==> src/rtl/lfm_pkg.sv <==
package lfm_pkg;
  typedef struct packed {
    logic density;
    logic rate;
    logic amp;
    logic unlock;
    logic pdown;
  } fault_vec_t;

  function automatic logic any_fault(fault_vec_t f);
    return f.density | f.rate | f.amp | f.unlock | f.pdown;
  endfunction

  function automatic logic steer_fault(fault_vec_t f);
    return f.density | f.rate | f.amp;
  endfunction
endpackage

==> src/rtl/lfm_run_detect.sv <==
module lfm_run_detect #(
  parameter int CHAR_W    = 10,
  parameter int RUN_LIMIT = 60
) (
  input  logic              clk,
  input  logic              rst_n,
  input  logic              take,
  input  logic [CHAR_W-1:0] bits_in,
  output logic              sparse
);
  localparam int RUN_W = $clog2(RUN_LIMIT + 2);

  logic [RUN_W-1:0] run_q, run_d;
  logic             last_q, last_d;
  logic             sparse_q;

  always_comb begin
    run_d  = run_q;
    last_d = last_q;
    for (int i = 0; i < CHAR_W; i++) begin
      if (bits_in[i] != last_d) begin
        run_d = RUN_W'(1);
      end else if (run_d <= RUN_W'(RUN_LIMIT)) begin
        run_d = run_d + RUN_W'(1);
      end
      last_d = bits_in[i];
    end
  end

  always_ff @(posedge clk or negedge rst_n) begin
    if (!rst_n) begin
      run_q    <= '0;
      last_q   <= 1'b0;
      sparse_q <= 1'b0;
    end else if (take) begin
      run_q    <= run_d;
      last_q   <= last_d;
      sparse_q <= (run_d > RUN_W'(RUN_LIMIT));
    end
  end

  assign sparse = sparse_q;
endmodule

==> src/rtl/lfm_rate_window.sv <==
module lfm_rate_window #(
  parameter int WINDOW_CYC = 1024,
  parameter int CW         = $clog2(WINDOW_CYC + 1)
) (
  input  logic          clk,
  input  logic          rst_n,
  input  logic          take,
  input  logic [CW-1:0] expect_cnt,
  input  logic [CW-1:0] tol_cnt,
  output logic          off_rate
);
  localparam int WW = (WINDOW_CYC > 2) ? $clog2(WINDOW_CYC) : 1;

  logic [WW-1:0] win_q;
  logic [CW-1:0] cnt_q;
  logic          off_q;
  logic          win_end;
  logic [CW:0]   total, lo_bound, hi_bound;

  assign win_end  = (win_q == WW'(WINDOW_CYC - 1));
  assign total    = {1'b0, cnt_q} + (CW+1)'(take);
  assign hi_bound = {1'b0, expect_cnt} + {1'b0, tol_cnt};
  assign lo_bound = (expect_cnt >= tol_cnt) ? {1'b0, expect_cnt - tol_cnt} : '0;

  always_ff @(posedge clk or negedge rst_n) begin
    if (!rst_n) begin
      win_q <= '0;
      cnt_q <= '0;
      off_q <= 1'b0;
    end else if (win_end) begin
      win_q <= '0;
      cnt_q <= '0;
      off_q <= (total < lo_bound) || (total > hi_bound);
    end else begin
      win_q <= win_q + WW'(1);
      cnt_q <= total[CW-1:0];
    end
  end

  assign off_rate = off_q;
endmodule

==> src/rtl/lfm_fault_merge.sv <==
module lfm_fault_merge
  import lfm_pkg::*;
(
  input  logic       clk,
  input  logic       rst_n,
  input  logic       mon_en,
  input  fault_vec_t faults,
  output logic       fault_n,
  output logic       use_ref
);
  logic fault_n_q, use_ref_q;

  always_ff @(posedge clk or negedge rst_n) begin
    if (!rst_n) begin
      fault_n_q <= 1'b1;
      use_ref_q <= 1'b0;
    end else begin
      fault_n_q <= ~any_fault(faults);
      use_ref_q <= mon_en & steer_fault(faults);
    end
  end

  assign fault_n = fault_n_q;
  assign use_ref = use_ref_q;
endmodule

==> src/rtl/link_fault_monitor.sv <==
module link_fault_monitor
  import lfm_pkg::*;
#(
  parameter int CHAR_W     = 10,
  parameter int RUN_LIMIT  = 60,
  parameter int WINDOW_CYC = 1024,
  parameter int CW         = $clog2(WINDOW_CYC + 1)
) (
  input  logic              clk,
  input  logic              rst_n,
  input  logic              chr_valid,
  output logic              chr_ready,
  input  logic [CHAR_W-1:0] chr_data,
  input  logic              mon_en,
  input  logic              amp_low,
  input  logic              pll_unlock,
  input  logic              rx_pd,
  input  logic [CW-1:0]     rate_expect,
  input  logic [CW-1:0]     rate_tol,
  output logic              link_fault_n,
  output logic              lock_to_ref
);
  logic       ready_q;
  logic       take;
  logic       tdens_fault;
  logic       rate_fault;
  fault_vec_t fv;

  always_ff @(posedge clk or negedge rst_n) begin
    if (!rst_n) ready_q <= 1'b0;
    else        ready_q <= 1'b1;
  end

  assign chr_ready = ready_q;
  assign take      = chr_valid & ready_q;

  lfm_run_detect #(.CHAR_W(CHAR_W), .RUN_LIMIT(RUN_LIMIT)) u_run (
    .clk     (clk),
    .rst_n   (rst_n),
    .take    (take),
    .bits_in (chr_data),
    .sparse  (tdens_fault)
  );

  lfm_rate_window #(.WINDOW_CYC(WINDOW_CYC), .CW(CW)) u_rate (
    .clk        (clk),
    .rst_n      (rst_n),
    .take       (take),
    .expect_cnt (rate_expect),
    .tol_cnt    (rate_tol),
    .off_rate   (rate_fault)
  );

  always_comb begin
    fv.density = tdens_fault;
    fv.rate    = rate_fault;
    fv.amp     = amp_low;
    fv.unlock  = pll_unlock;
    fv.pdown   = rx_pd;
  end

  lfm_fault_merge u_merge (
    .clk     (clk),
    .rst_n   (rst_n),
    .mon_en  (mon_en),
    .faults  (fv),
    .fault_n (link_fault_n),
    .use_ref (lock_to_ref)
  );
endmodule

==> config.mk <==
export PLATFORM = sky130hd
export DESIGN_NAME = link_fault_monitor
export DESIGN_NICKNAME = d
export VERILOG_FILES = /design/src/rtl/lfm_pkg.sv /design/src/rtl/lfm_run_detect.sv /design/src/rtl/lfm_rate_window.sv /design/src/rtl/lfm_fault_merge.sv /design/src/rtl/link_fault_monitor.sv
export SDC_FILE = /design/constraint.sdc
export NUM_CORES = 1
export LEC_CHECK = 0
export ABC_AREA = 0
export BUFFER_PORTS_ARGS = -buffer_cell sky130_fd_sc_hd__buf_2
export CAP_MARGIN = 20
export CORE_MARGIN = 8
export CORE_UTILIZATION = 63
export DETAILED_ROUTE_END_ITERATION = 16
export GPL_ROUTABILITY_DRIVEN = 0
export GPL_TIMING_DRIVEN = 0
export PLACE_DENSITY = 0.92
export SKIP_LAST_GASP = 1
export SLEW_MARGIN = 10
export SYNTH_ARGS = -nofsm -noshare
export SYNTH_HDL_FRONTEND = slang
export SYNTH_SLANG_ARGS = --single-unit
==> constraint.sdc <==
create_clock -name clk -period 14.2 [get_ports clk]
set_input_delay 2.13 -clock clk [delete_from_list [all_inputs] [get_ports clk]]
set_output_delay 2.13 -clock clk [all_outputs]
set_load 0.1 [all_outputs]
==> results of run 1 <==
==> logic make-up (layout without fill, tap and decap cells) <==
family / Yosys count / count (layout) / synth area share (%)
AO/OA/AOI/OAI: 230 / 230 / 28.7
XOR/XNOR: 70 / 70 / 10.1
adder cells (fa/ha/maj): 69 / 69 / 14.2
buffers and inverters: 77 / 151 / 5.39
flip-flops: 33 / 33 / 13.4
multiplexers: 16 / 16 / 2.66
other: 1 / 1 / 0.0608
AND/OR/NAND/NOR: 293 / 293 / 25.5
==> worst paths after layout <==
kind                                      start               to  slack (ns)  depth (start not counted)
worst max-delay path                chr_data[0]     u_run.sparse        0.39                         62
worst min-delay path            u_rate.win_q[8]  u_rate.win_q[8]        0.46                          1
worst max register to register   u_run.run_q[0]     u_run.sparse        1.29                         64
worst min register to register  u_rate.win_q[8]  u_rate.win_q[8]        0.46                          1
max in group asynchronous                 rst_n  u_rate.win_q[1]       11.85                          1
min in group asynchronous                 rst_n        chr_ready        1.90                          1
==> metal layers <==
layer / wire, µm / global-route usage (%) / up-vias
li1: - / - / 3061
met2: 8100 / 42.2 / 325
met5: 0 / 0 / -
met3: 1030 / 2.78 / 72
met1: 6900 / 29.3 / 3011
met4: 598 / 9.89 / 0
==> area by class of cell <==
type,instances,area [µm²]
Tap cell,133,166
Fill cell,720,2680
Buffer,22,126
Inverter,55,206
Sequential cell,33,827
Multi-Input combinational cell,679,5150
Clock inverter,1,7.51
Timing Repair Buffer,66,393
Clock buffer,7,86.3
==> power by group <==
part           switching, mW  internal (mW)
logic                  0.249          0.161
clock network         0.0342         0.0394
registers            0.00947          0.105
total                  0.292          0.305
==> sequential cells by signal (all words and copies together) (netlist names) <==
register and flops:
u_run.sparse 1, u_run.last_q 1, u_run.run_q 6, u_rate.cnt_q 11, u_merge.use_ref 1, u_rate.win_q 10
u_rate.off_rate 1, u_merge.fault_n 1, chr_ready 1
==> cells in the final DEF (no fill, tap or decap), types with 5 or more instances in the layout <==
cell type and n:
a211oi_1 8, a21o_1 10, a21oi_1 40, a21oi_2 7, a31o_2 6, a31oi_1 9
and2_1 10, and3_1 11, and4_1 5, buf_2 43, buf_4 30, clkbuf_1 12
clkbuf_8 6, dfrtp_1 32, ha_1 63, inv_1 53, mux2i_1 11, nand2_1 53
nand2b_1 11, nand3_1 34, nand4_1 11, nor2_1 70, nor2_2 8, nor2b_1 15
nor3_1 16, nor4_1 5, o2111ai_1 6, o211a_1 7, o211ai_1 14, o21a_1 5
o21ai_0 25, o21ai_1 8, o21bai_1 12, o31ai_1 6, or3_1 11, xnor2_1 43
xor2_1 23
==> repair_timing <==
action / 4_1_cts / 5_1_grt
gates resized for setup: 17 / 16
pin swaps: 6 / 17
setup endpoints to repair: 7 / 7
setup buffers: 9 / 16
gates cloned: 0 / 0
==> per-stage QoR <==
stage | util, % | hold slack, ns | instance area [µm²] | worst slack (ns)
global route | 72.2 | 0.494 | 6960 | -0.0811
CTS | 70.3 | 0.471 | 6770 | 0.0489
floorplan | - | 0.437 | 6170 | 0.743
global placement | 67.9 | 0.458 | 6540 | -1.10
detailed placement | 67.9 | 0.462 | 6540 | -1.52
finish | 72.2 | 0.465 | 6960 | 0.388
==> out/metrics.cfg, run 1 <==
[pwr]
max-vdd-ir-drop_mv=0.0487
finalPower_uw=597
p_leak_nw=3.03
power.density_nw_per_um2=85.8

[placed_design]
io_buffers=41
dp_cells=963
post-dp-hpwl_mm=12.3

[cts]
path_clk_slew_ns=0.07
postCtsHoldBufs=0
htreeDepth=2
cts_root_buffer=clkbuf_8
cts.sinks=33
clkLatencyLatePin_ns=0.28
cts_tree=built
cts_buffers=5
clockBufferDepth=2

[cells_and_area]
nNetsFinal=970
antenna_cells=0
area_growth_pct=12.8
drive_above_1_share_pct=18.5
finalNonFillerCells=996

[logic_synthesis]
synth.most_common_cell=nor2_1
syn_inst=789
async_flop_share_pct=100
ys_ff_latch=33
synth_cell_type_count=100
yosys.area.top_type=ha_1
synth-edff-count=0
synth_ff_type=dfrtp_1
synth_area_leaders=ha_1 (14%), dfrtp_1 (13%), xnor2_1 (6.5%)
syn-mean-instance-area_um2=7.82
yosysSeqAreaShare_pct=13.4
yosys-top-cells-count=nor2_1 (76), ha_1 (67), inv_1 (53), nand2_1 (53), xnor2_1 (46)
synth_area_um2=6170
syn-num-nets=897
synth.top_cell.area_share_pct=13.6
synth_warnings=0

[sta]
skew_ns=0.00422
min_period_over_period_pct=97.3
fmax_mhz=72.4
setup_viol=0
final_max_slew_viol_count=0
worstMarginPinSlew_ns=0.826
tns_ns=0
max_slew_margin_pct=44.5
finalHoldViolCount=0
period_needed_ns=13.81

[detailed_routing]
totalWireLength_mm=16.6
drcViolationCount=0
vias=6469
dr.pass1.iters=5
route.antenna.remaining_nets=0
drtIter0Drc=651
routedWlPerCell_um=16.7
vias_per_cell=6.49

[die]
die_x_um=115
die_h_um=115
num_rows=36
core-area_um2=9640
initial_core_util_pct=64.0
die-area_um2=13200
io-pin-count=42

[outcome]
outcome=finished clean

[global_route]
antenna_found_initial=0
grt_max_degree=34
grtUsageTotal_pct=24.1
grt_overflow=0
grt_pass1_vias=6085
grt_pass1_wl_mm=27.0

[setup_path]
critPathMaxFanout=10
crit_buf_inv=16
critPathArrivalTime_ns=14.00
endpoint_kind=register
slowest_stage=or4b_1
required_ns=14.39
startpoint_type=input pin
cpMostUsedCell=inv_1
crit_family=simple AND/OR/NAND/NOR gates
worstSetupPathType=input pin to register
slowest_delay_ns=0.55

[worst_hold_path]
hold_class=register to register

[job]
cap_violations=0

Note: power is estimated with default switching activity, not from simulation.
==> run 2, diff against run 1 <==
--- a/config.mk
+++ b/config.mk
@@ -9,11 +9,11 @@
 export BUFFER_PORTS_ARGS = -buffer_cell sky130_fd_sc_hd__buf_2
 export CAP_MARGIN = 20
 export CORE_MARGIN = 8
-export CORE_UTILIZATION = 63
+export CORE_UTILIZATION = 60
 export DETAILED_ROUTE_END_ITERATION = 16
 export GPL_ROUTABILITY_DRIVEN = 0
 export GPL_TIMING_DRIVEN = 0
-export PLACE_DENSITY = 0.92
+export PLACE_DENSITY = 0.8
 export SKIP_LAST_GASP = 1
 export SLEW_MARGIN = 10
 export SYNTH_ARGS = -nofsm -noshare
==> run 2 against run 1 <==
Against the previous run: clock power grew 20%; sequential share of layout area about the same; clock skew increased by 0.010 ns; cell count grew 0.10%; non-clock buffer count is 2 lower; wire length shrank 5.1%; design area about the same; die area grew 4.3%; register-to-register slack improved by 0.10 ns; global-route usage is 2.7 points lower; core utilization fell by 3.6 points; worst setup slack better by 0.11 ns.
==> out/metrics.cfg, run 2 (synthesis results as in run 1) <==
[cells_and_area]
nFillCells=842
top_register=u_rate.cnt_q
antenna_cells=0
area_growth_pct=12.8
multiInputGateArea_um2=5140
final_common_cell=nor2_1
reg.largest.list=u_rate.cnt_q (11), u_rate.win_q (10), u_run.run_q (6)
finalNonFillerCells=997
seq_area_um2=827
largest_reg_flops=11
layout_common_cells=nor2_1 (71), ha_1 (64), nand2_1 (53)
drive_above_1_share_pct=18.4
nNetsFinal=968

[sta]
setup_viol=0
tns_ns=0
worstMarginPinSlew_ns=0.860
min_period_over_period_pct=96.5
fmax_mhz=73.0
max_slew_margin_pct=42.3
fin_ws_ns=0.498
finalHoldViolCount=0
skew_ns=0.0145
period_needed_ns=13.70
final_max_slew_viol_count=0
worst_hold_slack_ns=0.473

[placed_design]
post-dp-hpwl_mm=12.3
post-place-ws_ns=-1.30
io_buffers=41
dp_cells=966

[die]
die_h_um=117
die_x_um=117
core-area_um2=10100
num_rows=37
initial_core_util_pct=60.9
io-pin-count=42
die-area_um2=13800

[detailed_routing]
drtIter0Drc=519
vias=6213
drcViolationCount=0
route.antenna.remaining_nets=0
vias_per_cell=6.23
dr.pass1.iters=5
routedWlPerCell_um=15.8
totalWireLength_mm=15.8

[global_route]
grt_overflow=0
grtUsageTotal_pct=21.4
grt_pass1_vias=6055
antenna_found_initial=0
grtUsageMet2_pct=39.4
use_met1_pct=24.4
met3_usage_pct=2.25
grt_max_degree=34
busiest_layer=met2
grt_pass1_wl_mm=26.2

[setup_path]
crit_buf_inv=15
endpoint_kind=register
critPathMaxFanout=10
worstSetupPathType=input pin to register
slowest_stage=or4b_1
slowest_delay_ns=0.51
critPathArrivalTime_ns=13.87
required_ns=14.37
crit_family=simple AND/OR/NAND/NOR gates
startpoint_type=input pin

[cts]
clkLatencyLatePin_ns=0.29
clockBufferDepth=2
cts_root_buffer=clkbuf_8
path_clk_slew_ns=0.08
cts_buffers=5
postCtsHoldBufs=0
cts.sinks=33
cts_tree=built
htreeDepth=2

[pwr]
clkPwrFrac_pct=14.6
max-vdd-ir-drop_mv=0.0759
p_int_uw=316
switching_share_pct=47.9
power_switching_uw=291
p_leak_nw=3.03
power.share.sequential_pct=18.8
combPwrFrac_pct=66.6
power.density_nw_per_um2=87.2

[job]
cap_violations=0

[worst_hold_path]
hold_class=register to register

[outcome]
outcome=finished clean

## run 2: metrics by stage
stage                     utilization, %  power (mW)  instance area, µm²
after floorplan                        -       0.402                6170
after global placement              64.6       0.472                6550
after detailed placement            64.6       0.488                6550
after CTS                           66.5       0.585                6750
after global routing                68.7       0.656                6960
final                               68.7       0.607                6960
## run 2: layer usage
metal	vias to the layer above	wire [µm]	share of wire (%)
met1	2901	6610	42
met5	-	0	0
met2	216	8120	51
met3	35	674	4.3
met4	0	370	2.3
li1	3061	-	-
## run 2: final cells by class
type / instances / area share (%)
multi-input combinational: 679 / 73.8
sequential: 33 / 11.9
timing repair buffer: 64 / 5.43
inverter: 55 / 2.97
tap: 136 / 2.44
buffer: 22 / 1.82
clock buffer: 5 / 0.989
clock inverter: 3 / 0.665
## run 2: power by group through the flow
stage | logic [mW] | clock network, mW | registers [mW]
finish | 0.404 | 0.0885 | 0.114
global route | 0.446 | 0.0942 | 0.115
CTS | 0.381 | 0.0907 | 0.114
detailed placement | 0.373 | 0 | 0.116
global placement | 0.357 | 0 | 0.115
floorplan | 0.287 | 0 | 0.116
## run 2: final timing paths
path	end	depth (start not counted)	slack (ns)	from
max	u_run.run_q[0]	60	0.50	chr_data[0]
min	u_rate.win_q[8]	1	0.47	u_rate.win_q[8]
max reg2reg	u_run.run_q[0]	62	1.39	u_run.run_q[0]
min reg2reg	u_rate.win_q[8]	1	0.47	u_rate.win_q[8]
max in group asynchronous	u_rate.cnt_q[5]	1	11.82	rst_n
min in group asynchronous	u_merge.use_ref	1	1.89	rst_n
## run 2: what timing repair did
action                     4_1_cts  5_1_grt
setup endpoints to repair        7        7
pin swaps                        2       19
resized for setup               12       21
buffers inserted                 4       19
==> run 3, diff against run 2 <==
--- a/config.mk
+++ b/config.mk
@@ -12,7 +12,6 @@
 export CORE_UTILIZATION = 60
 export DETAILED_ROUTE_END_ITERATION = 16
 export GPL_ROUTABILITY_DRIVEN = 0
-export GPL_TIMING_DRIVEN = 0
 export PLACE_DENSITY = 0.8
 export SKIP_LAST_GASP = 1
 export SLEW_MARGIN = 10
==> run 3 against run 2 <==
Against the previous run: clock skew shrank 0.0055 ns; global-route usage fell by 0.17 points; wire length fell by 3.4%; non-clock buffer count shrank 32; combinational power shrank 5.2%; register-to-register slack gained 0.17 ns; critical path type unchanged; clock-buffer cell count up 1; first-iteration DRC count up 2.9%; die area unchanged.
==> out/metrics.cfg, run 3 (synthesis results as in run 1) <==
[outcome]
outcome=finished clean

[global_route]
grtUsageTotal_pct=21.2
grt_overflow=0
grt_max_degree=34
grt_pass1_vias=5876
grt_pass1_wl_mm=25.9
antenna_found_initial=0

[placed_design]
post-dp-hpwl_mm=12.2
io_buffers=41
placed_cell_area_um2=6520

[detailed_routing]
drcViolationCount=0
vias_per_cell=6.32
totalWireLength_mm=15.2
drtIter0Drc=534
vias=6097
route.antenna.remaining_nets=0
routedWlPerCell_um=15.8
dr.pass1.iters=7

[setup_path]
endpoint_kind=register
slowest_delay_ns=0.64
cpMostUsedCell=ha_1
critPathArrivalTime_ns=13.57
critPathMaxFanout=10
crit_family=simple AND/OR/NAND/NOR gates
slowest_stage=or4b_4
required_ns=14.40
startpoint_type=input pin
worstSetupPathType=input pin to register
crit_buf_inv=11

[sta]
fmax_mhz=74.8
max_slew_margin_pct=42.1
min_period_over_period_pct=94.2
final_max_slew_viol_count=0
worstMarginPinSlew_ns=0.865
period_needed_ns=13.37
setup_viol=0
finalHoldViolCount=0
skew_ns=0.00898

[cells_and_area]
final_area_um2=6680
layout_common_cells=nor2_1 (74), ha_1 (67), inv_1 (53), nand2_1 (53), xnor2_1 (44)
multiInputGateArea_um2=5060
largest_reg_flops=11
final_common_cell=nor2_1
nNetsFinal=936
reg.largest.list=u_rate.cnt_q (11), u_rate.win_q (10), u_run.run_q (6)
drive_above_1_share_pct=15.2
seq_area_um2=827
area_growth_pct=8.31
nFillCells=842
antenna_cells=0
top_register=u_rate.cnt_q

[pwr]
p_leak_nw=2.92
power.density_nw_per_um2=88.8
finalPower_uw=593
max-vdd-ir-drop_mv=0.0555

[die]
die_x_um=117
die-area_um2=13800
io-pin-count=42
num_rows=37
core-area_um2=10100
initial_core_util_pct=60.9
die_h_um=117

[cts]
clockBufferDepth=2
postCtsHoldBufs=0
htreeDepth=2
cts_tree=built
cts.sinks=33
clkLatencyLatePin_ns=0.29
cts_root_buffer=clkbuf_8
path_clk_slew_ns=0.07
cts_buffers=5

[worst_hold_path]
hold_class=register to register

[job]
cap_violations=0

run 3: cell count changes in the layout (fill, tap and decap cells not counted), sizes merged:
cell,previous run,this run
clkbuf,16,6
clkinv,1,0
buf,75,54
run 3: final timing paths:
kind | to | cells after the start | start | slack [ns]
hold / removal | u_rate.win_q[8] | 1 | u_rate.win_q[8] | 0.47
max in group asynchronous | u_rate.cnt_q[8] | 1 | rst_n | 11.85
setup reg to reg | u_run.sparse | 59 | u_run.run_q[0] | 1.56
min in group asynchronous | u_rate.win_q[3] | 1 | rst_n | 1.88
setup / recovery | u_run.sparse | 56 | chr_data[0] | 0.83
hold reg to reg | u_rate.win_q[8] | 1 | u_rate.win_q[8] | 0.47
run 3: area by class of cell:
cell class,instances,area share (%)
Inverter,55,3.09
Sequential cell,33,12.4
Clock buffer,6,1.24
Multi-Input combinational cell,679,75.7
Timing Repair Buffer,54,4.53
Clock inverter,2,0.562
Tap cell,136,2.55
run 3: layer usage:
metal	track usage [%]	share of wire [%]	vias up
met5	0	0	-
li1	-	-	2998
met3	2.06	3.7	47
met2	39.1	50	214
met4	8.84	3.0	0
met1	24.3	43	2838
run 3: where the power goes:
group,internal [mW],switching (mW)
clock network,0.0571,0.0368
logic,0.150,0.233
registers,0.105,0.0118
run 3: worst reg2reg max path, delay by kind of cell (launching register included):
family	cells	cell delay [ns]
AOI/OAI and AO/OA	13	3.20
xor gates and xnor gates	3	0.57
adders and majority gates	10	2.40
buffers and inverters	11	1.28
DFF	1	0.44
muxes	2	0.39
and+or+nand+nor	20	4.28
run 3: timing repair:
action | CTS | global route
buffers inserted | 0 | 0
gates resized for setup | 0 | 12
endpoints found under the setup margin | 0 | 7
run 3: stage by stage:
| stage | TNS, ns | util [%] | hold slack [ns] | worst slack, ns | instances |
|---|---|---|---|---|---|
| 2_1_floorplan | 0 | - | 0.437 | 0.743 | 789 |
| 3_3_place_gp | 0 | 64.3 | 0.456 | 0.719 | 957 |
| 3_5_place_dp | 0 | 64.3 | 0.456 | 0.152 | 957 |
| 4_1_cts | 0 | 65.5 | 0.471 | 0.317 | 965 |
| 5_1_grt | -0.0182 | 65.9 | 0.479 | -0.0182 | 965 |
| 6_report | 0 | 65.9 | 0.475 | 0.829 | 965 |
